<file path="config.mk">
export PLATFORM = sky130hd
export DESIGN_NAME = ps2rb_top
export DESIGN_NICKNAME = d
export VERILOG_FILES = /design/src/rtl/ps2rb_pkg.sv /design/src/rtl/ps2rb_fifo.sv /design/src/rtl/ps2rb_clkdiv.sv /design/src/rtl/ps2rb_top.sv
export SDC_FILE = /design/constraint.sdc
export NUM_CORES = 1
export LEC_CHECK = 0
export BUFFER_PORTS_ARGS = -buffer_cell sky130_fd_sc_hd__buf_2
export CORE_ASPECT_RATIO = 2
export CORE_MARGIN = 2
export CORE_UTILIZATION = 60
export DETAILED_ROUTE_END_ITERATION = 8
export GPL_TIMING_DRIVEN = 0
export PLACE_DENSITY = 0.87
export SYNTH_ARGS = -nofsm -noshare
export SYNTH_HDL_FRONTEND = slang
export SYNTH_SLANG_ARGS = --single-unit
</file>
<file path="constraint.sdc">
create_clock -name clk -period 6.3 [get_ports clk]
set_clock_uncertainty 0.2 [all_clocks]
set_input_delay 1.26 -clock clk [delete_from_list [all_inputs] [get_ports clk]]
set_output_delay 1.26 -clock clk [all_outputs]
set_load 0.01 [all_outputs]
</file>
<file path="src/rtl/ps2rb_pkg.sv">
// Package: register offsets and word-packing helpers shared by the
// register unit and its checker. Assumes 32-bit registers.
package ps2rb_pkg;
    localparam int OFS_GCTL = 0;
    localparam int OFS_DATA = 4;
    localparam int OFS_LCTL = 8;
    localparam int OFS_LSTS = 12;
    localparam int OFS_FCTL = 16;
    localparam int OFS_FSTS = 20;
    localparam int OFS_CDIV = 24;
    localparam int DIV_W    = 8;   // each divider field is one byte
    localparam int LINE_N   = 5;   // line fault kinds
    localparam int FIFO_N   = 6;   // FIFO flag kinds

    // Places the five line flags at their register bit positions.
    function automatic logic [31:0] line_to_word(input logic [LINE_N-1:0] f);
        logic [31:0] w;
        w      = '0;
        w[3:0] = f[3:0];
        w[8]   = f[4];
        return w;
    endfunction

    // Places the six FIFO flags (rx low half, tx high half) in the word.
    function automatic logic [31:0] fifo_to_word(input logic [FIFO_N-1:0] f);
        logic [31:0] w;
        w       = '0;
        w[2:0]  = f[2:0];
        w[10:8] = f[5:3];
        return w;
    endfunction
endpackage

</file>
<file path="src/rtl/ps2rb_fifo.sv">
// Module: ps2rb_fifo
// Small circular byte queue with occupancy count and flush.
// Assumes the caller detects overflow/underflow; an illegal push or pop
// is simply ignored here. Flush has priority over push and pop.
module ps2rb_fifo #(
    parameter int DEPTH = 3,
    parameter int W     = 8,
    localparam int CW   = $clog2(DEPTH + 1),
    localparam int PW   = (DEPTH > 1) ? $clog2(DEPTH) : 1
) (
    input  logic          clk,
    input  logic          rst_n,
    input  logic          flush,
    input  logic          push,
    input  logic [W-1:0]  din,
    input  logic          pop,
    output logic [W-1:0]  dout,
    output logic [CW-1:0] count,
    output logic          full,
    output logic          empty
);
    logic [W-1:0]  mem [DEPTH];
    logic [PW-1:0] wr_ptr, rd_ptr;
    logic          do_push, do_pop;

    function automatic logic [PW-1:0] step(input logic [PW-1:0] p);
        return (p == PW'(DEPTH - 1)) ? '0 : p + 1'b1;
    endfunction

    assign empty   = (count == '0);
    assign full    = (count == CW'(DEPTH));
    assign do_pop  = pop & ~empty;
    assign do_push = push & (~full | do_pop);
    assign dout    = mem[rd_ptr];

    // Storage write on an accepted push.
    always_ff @(posedge clk) begin
        if (do_push) mem[wr_ptr] <= din;
    end

    // Pointer and occupancy tracking.
    always_ff @(posedge clk) begin
        if (!rst_n || flush) begin
            wr_ptr <= '0;
            rd_ptr <= '0;
            count  <= '0;
        end else begin
            if (do_push) wr_ptr <= step(wr_ptr);
            if (do_pop)  rd_ptr <= step(rd_ptr);
            case ({do_push, do_pop})
                2'b10:   count <= count + 1'b1;
                2'b01:   count <= count - 1'b1;
                default: count <= count;
            endcase
        end
    end
endmodule

</file>
<file path="src/rtl/ps2rb_clkdiv.sv">
// Module: ps2rb_clkdiv
// Two cascaded dividers: clock / (n+1) gives the sample tick, and the
// sample tick / (m+1) gives the bus-rate tick. Assumes restart is a
// one-cycle strobe; while run is low both counts are held at zero.
module ps2rb_clkdiv #(
    parameter int DW = 8
) (
    input  logic          clk,
    input  logic          rst_n,
    input  logic          run,
    input  logic          restart,
    input  logic [DW-1:0] n_div,
    input  logic [DW-1:0] m_div,
    output logic          sample_tick,
    output logic          bit_tick
);
    logic [DW-1:0] s_cnt, b_cnt;

    assign sample_tick = run & ~restart & (s_cnt == n_div);
    assign bit_tick    = sample_tick & (b_cnt == m_div);

    // Advance both stage counters.
    always_ff @(posedge clk) begin
        if (!rst_n || !run || restart) begin
            s_cnt <= '0;
            b_cnt <= '0;
        end else if (s_cnt == n_div) begin
            s_cnt <= '0;
            b_cnt <= (b_cnt == m_div) ? '0 : b_cnt + 1'b1;
        end else begin
            s_cnt <= s_cnt + 1'b1;
        end
    end
endmodule

</file>
<file path="src/rtl/ps2rb_top.sv">
// Module: ps2rb_top
// Register bank, byte FIFOs and interrupt combiner of a PS/2 host port.
// Assumes single-cycle read/write strobes, reads combinational from the
// address, a data-port read pops on the strobe edge, RX_DEPTH <= 3 so
// the fill level fits its 2-bit field.
module ps2rb_top
    import ps2rb_pkg::*;
#(
    parameter int RX_DEPTH = 3,
    parameter int TX_DEPTH = 3,
    parameter int ADDR_W   = 5
) (
    input  logic              clk,
    input  logic              rst_n,
    input  logic              reg_wr,
    input  logic              reg_rd,
    input  logic [ADDR_W-1:0] reg_addr,
    input  logic [31:0]       reg_wdata,
    output logic [31:0]       reg_rdata,
    input  logic              rx_push,
    input  logic [7:0]        rx_byte,
    input  logic              tx_pop,
    output logic [7:0]        tx_byte,
    output logic              tx_avail,
    input  logic [LINE_N-1:0] line_err,
    output logic              bus_en,
    output logic              host_mode,
    output logic              no_ack,
    output logic              sample_tick,
    output logic              bit_tick,
    output logic              irq
);
    localparam int RX_CW = $clog2(RX_DEPTH + 1);
    localparam int TX_CW = $clog2(TX_DEPTH + 1);

    logic wr_gctl, wr_data, wr_lctl, wr_lsts, wr_fctl, wr_fsts, wr_cdiv, pop_rx;
    logic gctl_en, gctl_host, gctl_ie, srst_q, lctl_noack;
    logic [LINE_N-1:0] lctl_en, line_flags, line_clr;
    logic [FIFO_N-1:0] fctl_en, fifo_sts, fifo_clr;
    logic [DIV_W-1:0]  div_n, div_m;
    logic rx_of, rx_uf, tx_of, tx_uf;
    logic flush_rx, flush_tx, irq_cond;
    logic [7:0] rx_dout, tx_dout;
    logic [RX_CW-1:0] rx_cnt;
    logic [TX_CW-1:0] tx_cnt;
    logic rx_full, rx_empty, tx_full, tx_empty;
    logic [1:0] rx_lvl;
    logic unused_hi;

    assign unused_hi = ^reg_wdata[31:19];

    assign wr_gctl = reg_wr & (reg_addr == ADDR_W'(OFS_GCTL));
    assign wr_data = reg_wr & (reg_addr == ADDR_W'(OFS_DATA));
    assign wr_lctl = reg_wr & (reg_addr == ADDR_W'(OFS_LCTL));
    assign wr_lsts = reg_wr & (reg_addr == ADDR_W'(OFS_LSTS));
    assign wr_fctl = reg_wr & (reg_addr == ADDR_W'(OFS_FCTL));
    assign wr_fsts = reg_wr & (reg_addr == ADDR_W'(OFS_FSTS));
    assign wr_cdiv = reg_wr & (reg_addr == ADDR_W'(OFS_CDIV));
    assign pop_rx  = reg_rd & (reg_addr == ADDR_W'(OFS_DATA));

    assign flush_rx = srst_q | (wr_fctl & reg_wdata[16]);
    assign flush_tx = srst_q | (wr_fctl & reg_wdata[17]);
    assign line_clr = wr_lsts ? {reg_wdata[8], reg_wdata[3:0]} : '0;
    assign fifo_clr = wr_fsts ? {reg_wdata[10:8], reg_wdata[2:0]} : '0;

    ps2rb_fifo #(.DEPTH(RX_DEPTH), .W(8)) rx_fifo_i (
        .clk(clk), .rst_n(rst_n), .flush(flush_rx), .push(rx_push), .din(rx_byte),
        .pop(pop_rx), .dout(rx_dout), .count(rx_cnt), .full(rx_full), .empty(rx_empty)
    );

    ps2rb_fifo #(.DEPTH(TX_DEPTH), .W(8)) tx_fifo_i (
        .clk(clk), .rst_n(rst_n), .flush(flush_tx), .push(wr_data), .din(reg_wdata[7:0]),
        .pop(tx_pop), .dout(tx_dout), .count(tx_cnt), .full(tx_full), .empty(tx_empty)
    );

    ps2rb_clkdiv #(.DW(DIV_W)) div_i (
        .clk(clk), .rst_n(rst_n), .run(gctl_en), .restart(wr_cdiv),
        .n_div(div_n), .m_div(div_m), .sample_tick(sample_tick), .bit_tick(bit_tick)
    );

    // Control and enable registers; soft reset request lives one cycle.
    always_ff @(posedge clk) begin
        if (!rst_n) begin
            {gctl_ie, gctl_host, gctl_en, srst_q, lctl_noack} <= '0;
            lctl_en <= '0;
            fctl_en <= '0;
            div_n   <= '0;
            div_m   <= '0;
        end else begin
            srst_q <= wr_gctl & reg_wdata[2];
            if (wr_gctl) {gctl_ie, gctl_host, gctl_en} <= {reg_wdata[3], reg_wdata[1:0]};
            if (wr_lctl) begin
                lctl_en    <= {reg_wdata[8], reg_wdata[3:0]};
                lctl_noack <= reg_wdata[18];
            end
            if (wr_fctl) fctl_en <= {reg_wdata[10:8], reg_wdata[2:0]};
            if (wr_cdiv) {div_n, div_m} <= reg_wdata[15:0];
        end
    end

    // Sticky status flags: events set, write-one clears, soft reset wipes.
    always_ff @(posedge clk) begin
        if (!rst_n || srst_q) begin
            line_flags <= '0;
            {rx_of, rx_uf, tx_of, tx_uf} <= '0;
        end else begin
            line_flags <= (line_flags & ~line_clr) | line_err;
            rx_of <= (rx_of & ~fifo_clr[1]) | (rx_push & rx_full & ~pop_rx);
            rx_uf <= (rx_uf & ~fifo_clr[2]) | (pop_rx & rx_empty);
            tx_of <= (tx_of & ~fifo_clr[4]) | (wr_data & tx_full & ~tx_pop);
            tx_uf <= (tx_uf & ~fifo_clr[5]) | (tx_pop & tx_empty);
        end
    end

    assign fifo_sts = {tx_uf, tx_of, ~tx_full, rx_uf, rx_of, ~rx_empty};
    assign irq_cond = (|(line_flags & lctl_en)) | (|(fifo_sts & fctl_en));
    assign irq      = gctl_ie & irq_cond;

    assign bus_en    = gctl_en;
    assign host_mode = gctl_host;
    assign no_ack    = lctl_noack;
    assign tx_avail  = ~tx_empty;
    assign tx_byte   = tx_empty ? 8'h00 : tx_dout;
    assign rx_lvl    = (int'(rx_cnt) >= 3) ? 2'd3 : 2'(rx_cnt);

    // Read-data selection by address.
    always_comb begin
        reg_rdata = '0;
        case (reg_addr)
            ADDR_W'(OFS_GCTL): reg_rdata = {27'd0, irq, gctl_ie, srst_q, gctl_host, gctl_en};
            ADDR_W'(OFS_DATA): reg_rdata = rx_empty ? 32'd0 : {24'd0, rx_dout};
            ADDR_W'(OFS_LCTL): reg_rdata = line_to_word(lctl_en) | {13'd0, lctl_noack, 18'd0};
            ADDR_W'(OFS_LSTS): reg_rdata = line_to_word(line_flags);
            ADDR_W'(OFS_FCTL): reg_rdata = fifo_to_word(fctl_en);
            ADDR_W'(OFS_FSTS): reg_rdata = fifo_to_word(fifo_sts) | {14'd0, rx_lvl, 16'd0};
            ADDR_W'(OFS_CDIV): reg_rdata = {16'd0, div_n, div_m};
            default:           reg_rdata = '0;
        endcase
    end
endmodule

</file>
# ---- Word-level counts from Yosys, hierarchy flattened
# Memories as Yosys holds them, arrays and structs flattened. A register that Yosys moved wholly into a read port is not among the register bits.
# Index checks and enable logic that the tools add are counted.
dict set report classes {
  addsub 10
  order_cmp 1
  n_eq_ne 18
  mux 21
  n_bitwise 56
  n_reduce_logical 15
}
# op n
set op_table {}
lappend op_table {{19-bit case mux with 7 select lines} 1}
lappend op_table {{1-bit AND} 29}
lappend op_table {{8-bit two-way mux} 3}
lappend op_table {{9-bit by 19-bit bitwise OR with 19-bit output} 1}
lappend op_table {{2-bit two-way mux} 9}
lappend op_table {{11-bit by 18-bit bitwise OR with 18-bit output} 1}
lappend op_table {{8-bit by 1-bit adder with 8-bit output (second input constant)} 2}
lappend op_table {{2-bit == test (second input constant)} 8}
lappend op_table {{8-bit == test} 2}
lappend op_table {{5-bit == test (second input constant)} 3}
lappend op_table {{2-bit by 1-bit adder with 2-bit output (second input constant)} 6}
lappend op_table {{1-bit NOT} 11}
lappend op_table {{5-bit AND} 2}
lappend op_table {{5-bit by 4-bit == test with 1-bit output (second input constant)} 2}
lappend op_table {{1-bit bitwise OR} 9}
lappend op_table {{2-bit case mux with 2 select lines} 2}
lappend op_table {{6-bit AND} 1}
lappend op_table {{6-bit two-way mux} 1}
lappend op_table {{6-bit OR reduction} 1}
lappend op_table {{5-bit by 3-bit == test with 1-bit output (second input constant)} 1}
lappend op_table {{5-bit logical NOT} 1}
lappend op_table {{1-bit logical OR} 5}
lappend op_table {{5-bit two-way mux} 1}
lappend op_table {{5-bit NOT} 1}
lappend op_table {{other kinds (10)} 18}
dict set report word_totals {
  regBits 69
  ram_bits 48
  out_inout_bits 47
  mem_count 2
}
# memory words word_bits read_ports rd_clocked_by_memory_dff write_ports line
set mem_list {}
lappend mem_list {rx_fifo_i.mem 3 8 1 1 1 ps2rb_fifo.sv:22} ;# logic [W-1:0] mem [DEPTH];
lappend mem_list {tx_fifo_i.mem 3 8 1 1 1 ps2rb_fifo.sv:22}

# ---- Logic depth before layout (Yosys ltp)
dict set report logic_depth {
  depth_word 7
  ltp_mapped 9
  mapped_depth_nobuf 8
}

# ---- By module
# A second synthesis with hierarchy kept.
dict set report unflattened {
  cells_unflattened 574
  hier_area_um2 5828.1
}
# mod instances cells_each area_each_um2
set modules_own_cells {}
lappend modules_own_cells {ps2rb_top 1 273 2250.9}
lappend modules_own_cells {{ps2rb_fifo at tx_fifo_i} 1 90 1247.4}
lappend modules_own_cells {{ps2rb_fifo at rx_fifo_i} 1 91 1237.4}
lappend modules_own_cells {ps2rb_clkdiv 1 120 1092.3}

# ---- Worst setup path before layout
# OpenSTA, ideal clock, no wires.
dict set report synth_timing {
  path_kind {input to output}
  start {input reg_addr[2]}
  end {output reg_rdata[1]}
  arrival_time_ns 2.483
  required_ns 4.840
  setup_slack_ns 2.357
  cell_stages 7
  n_path_buf 2
  path_cell_list {buf_4 > and2b_1 > and2_1 > clkbuf_1 > a22o_1 > a221oi_1 > o21ai_0}
}
dict set report synth_between {
  elab_chain_len 2
  elab_cells_between_ends 8
  cone_classes {6 x eq/ne; 1 x mux; 1 x reduce/logical}
}
# element line
set synth_lines {}
lappend synth_lines {{start, declared} ps2rb_top.sv:17} ;# input logic [ADDR_W-1:0] reg_addr,
lappend synth_lines {{5-bit == test (tied with other cells)} ps2rb_top.sv:129} ;# case (reg_addr)
lappend synth_lines {{19-bit case mux with 7 select lines (*)} ps2rb_top.sv:129}
lappend synth_lines {{end, declared} ps2rb_top.sv:19} ;# output logic [31:0] reg_rdata,
# Every way passes the cells marked *; elsewhere a longest branch is shown, timed or not.

# ---- Final worst setup path
dict set report layout_timing {
  start {input reg_addr[4]}
  end {output reg_rdata[0]}
}
# Same word-level chain as after synthesis.

==> flow_summary.yaml <==
route:
  vias: 4658
  firstDrtPassIters: 5
  viasPerCell: 5.93
  post-route-drc-count: 0
  dr.first_iter.drc_count: 375
  antenna_left: 0
  wire_per_inst_um: 18.0
  drt_wl_total_um: 14200
yosys:
  yosysUniqueCellTypes: 53
  async_reset_ff_share_pct: 0
  yosys_warnings: 0
  synth_flop_cell: "dfxtp_1"
  ys_seq_area_share_pct: 52.9
  synth_cells: 564
  synth_area_per_cell_sq_um: 9.73
  yosys_register_bits: 121
  synth_edf_count: 48
  syn-cell-area_sq_um: 5490
clocking:
  cts.repair.resized: 0
  clkTransAtPathRegs_ns: 0.05
  clock_path_buffers: 2
  htree_num_levels: 4
  holdBufCountCts: 0
  cts_root_buffer: "clkbuf_16"
  cts_setup_buffers: 0
  clock_latency_ns: 0.41
  numClockSinks: 121
  cts_tree: "yes"
  cts_buffers: 17
power:
  p_sw_share_pct: 22.2
  p_comb_share_pct: 5.8
  p_int_w: 0.00145
  p_switching_w: 0.000414
  p_seq_share_pct: 45.1
  cellPowerDensity_nw_per_um2: 282
  ir_worst_vdd_uv: 264
  power.share.clock_pct: 49.1
  leakage_nw: 2.64
  report.power.total_w: 0.00186
critical_path:
  crit_arrival_ns: 3.01
  crit_cells: 8
  worstPathCellList: "buf_2 -> nor3b_2 -> buf_4 -> and2_1 -> buf_2 -> a222oi_1 -> o31ai_1 -> buf_2"
  critical-path-top-delay-family: "buffers and inverters"
  worstPathRequired_ns: 4.84
  worst_path_max_delay_cell: "a222oi_1"
  crit_type: "in2out"
  cp_common_cell: "buf_2"
  max_stage_delay_ns: 0.52
  critPathBufInv: 4
  rr_worst_depth: 5
  critPathMaxFanout: 10
  end_kind: "primary output"
  cp-start-kind: "input pin"
timing:
  final-max-slew-violation-count: 0
  grt_setup_unrepaired: "false"
  worst_pin_slew_ns: 1.29
  fmax_ghz: 0.224
  slew_headroom_pct: 14.1
  worst_slack_ns: 1.83
  finalSetupViolCount: 0
  hold_viol: 0
  period_share_pct: 71.0
  tns_ns: 0
  finalCriticalPeriod_ns: 4.47
global_routing:
  grt_pass1_wl_um: 22800
  grt_max_degree: 17
  grt.total_usage_pct: 29.9
  globalRouteOverflowTotal: 0
  grt_pass1_vias: 4779
  grt_antenna_before_repair: 0
cells_and_area:
  nets: 731
  layout_common_cells: "nand2_1, buf_2, dfxtp_1"
  drive_gt1_share_pct: 19.6
  syn_to_final_growth_pct: 20.4
  final_util_pct: 73.8
  layout_commonest_cell: "nand2_1"
  fill_cells: 649
  antenna_cells: 0
outcome:
  status: "complete, no violations"
place:
  dp_slack_ns: 1.87
  gp_congestion: 0.922
  dp_hpwl_um: 10500
  numPortBuffers: 76
run:
  max-cap-violations: 0
die:
  initial_core_util_pct: 61.3
  ios: 103
  die_h_um: 139
  num_rows: 49
  die-area_sq_um: 9970
  core_area_sq_um: 8950
  die_x_um: 71.6
hold_path:
  whs_path_depth: 2
  hold_class: "reg2reg"
-- synthesized netlist by cell type, types with 2 or more instances --
cell / count / share of area, %
nand2_1: 81 / 5.5
dfxtp_1: 73 / 27
nor2_1: 67 / 4.6
edfxtp_1: 48 / 26
a21oi_1: 37 / 3.4
a21boi_0: 32 / 4.4
nand3_1: 26 / 2.4
mux2i_1: 20 / 3.6
and3_1: 18 / 2.1
clkbuf_1: 17 / 1.2
buf_4: 15 / 2.1
xor2_1: 15 / 2.4
o21ai_0: 13 / 1.2
xnor2_1: 13 / 2.1
a22oi_1: 10 / 1.4
nor3_1: 8 / 0.73
and2_1: 7 / 0.80
inv_1: 5 / 0.34
nor3b_1: 5 / 0.68
buf_2: 4 / 0.36
ha_1: 4 / 0.91
a222oi_1: 3 / 0.55
mux2_2: 3 / 0.62
nor2b_1: 3 / 0.34
a21o_1: 2 / 0.27
a22o_1: 2 / 0.32
a2bb2oi_1: 2 / 0.32
a32oi_1: 2 / 0.32
nand2b_1: 2 / 0.23
nand3b_1: 2 / 0.27
nand4_1: 2 / 0.23
nor4_2: 2 / 0.46
-- layout make-up --
| type | count | area [sq um] | share of cell area [%] |
|---|---|---|---|
| Buffer | 38 | 205 | 3.11 |
| Tap cell | 102 | 128 | 1.93 |
| Clock inverter | 13 | 131 | 1.99 |
| Sequential cell | 121 | 2900 | 43.9 |
| Multi-Input combinational cell | 412 | 2410 | 36.4 |
| Inverter | 5 | 18.8 | 0.284 |
| Clock buffer | 19 | 433 | 6.55 |
| Timing Repair Buffer | 76 | 380 | 5.76 |
-- logic make-up after synthesis --
kind of cell / after synthesis / synth area share (%)
flip-flops: 121 / 52.9
XOR/XNOR: 28 / 4.47
AND/OR/NAND/NOR: 232 / 19.8
AO/OA/AOI/OAI: 112 / 13.5
other: 1 / 0.0683
multiplexers: 23 / 4.26
buffers and inverters: 43 / 4.08
adder cells (fa/ha/maj): 4 / 0.912
-- per-stage QoR --
stage | cell area (sq um) | cells | hold WS (ns)
floorplan | 5530 | 576 | 0.249
global placement | 6040 | 754 | 0.258
detailed placement | 6040 | 754 | 0.277
CTS | 6610 | 786 | 0.285
global route | 6610 | 786 | 0.310
finish | 6610 | 786 | 0.283
-- final timing paths --
| path | startpoint | endpoint | slack, ns |
|---|---|---|---|
| max reg2reg | rx_fifo_i.count[0]$_SDFFE_PP0P_ | rx_fifo_i.mem[2][4]$_DFFE_PP_ | 3.77 |
| min reg2reg | lctl_en[1]$_SDFFE_PN0P_ | lctl_en[1]$_SDFFE_PN0P_ | 0.28 |
| min | lctl_en[1]$_SDFFE_PN0P_ | lctl_en[1]$_SDFFE_PN0P_ | 0.28 |
| max | reg_addr[4] | reg_rdata[0] | 1.83 |
-- registers in the layout, indices dropped and copies added, names as in the netlist, 2 cells and up, named ones only --
| signal | cells |
|---|---|
| div_m | 8 |
| tx_fifo_i.mem | 24 |
| rx_fifo_i.rd_ptr | 2 |
| tx_fifo_i.count | 2 |
| line_flags | 5 |
| div_i.s_cnt | 8 |
| div_i.b_cnt | 8 |
| rx_fifo_i.mem | 24 |
| fctl_en | 6 |
| tx_fifo_i.rd_ptr | 2 |
| tx_fifo_i.wr_ptr | 2 |
| lctl_en | 5 |
| div_n | 8 |
| rx_fifo_i.wr_ptr | 2 |
| rx_fifo_i.count | 2 |
-- power by group through the flow --
| stage | registers, W | logic [W] | clock network (W) |
|---|---|---|---|
| detailed placement | 0.000856 | 0.000104 | 0 |
| finish | 0.000841 | 0.000108 | 0.000915 |
| global route | 0.000841 | 0.000117 | 0.000960 |
| floorplan | 0.000853 | 0.0000620 | 0 |
| global placement | 0.000855 | 0.000102 | 0 |
| CTS | 0.000840 | 0.000106 | 0.000922 |
-- layer usage --
| metal | vias to the layer above | global-route usage [%] | share of wire, % |
|---|---|---|---|
| met1 | 2142 | 28.7 | 33 |
| li1 | 2200 | - | - |
| met3 | 78 | 7.82 | 6.4 |
| met2 | 238 | 53.5 | 54 |
| met5 | - | 0 | 0 |
| met4 | 0 | 20.2 | 6.7 |
-- worst reg2reg max path: stages, from the launching register on --
cell and delay, ns:
dfxtp_1 0.30, clkbuf_1 0.17, nand2_1 0.09, a31oi_1 0.05, nand2b_1 0.26, nor3b_1 1.07
Note: power is estimated with default switching activity, not from simulation.
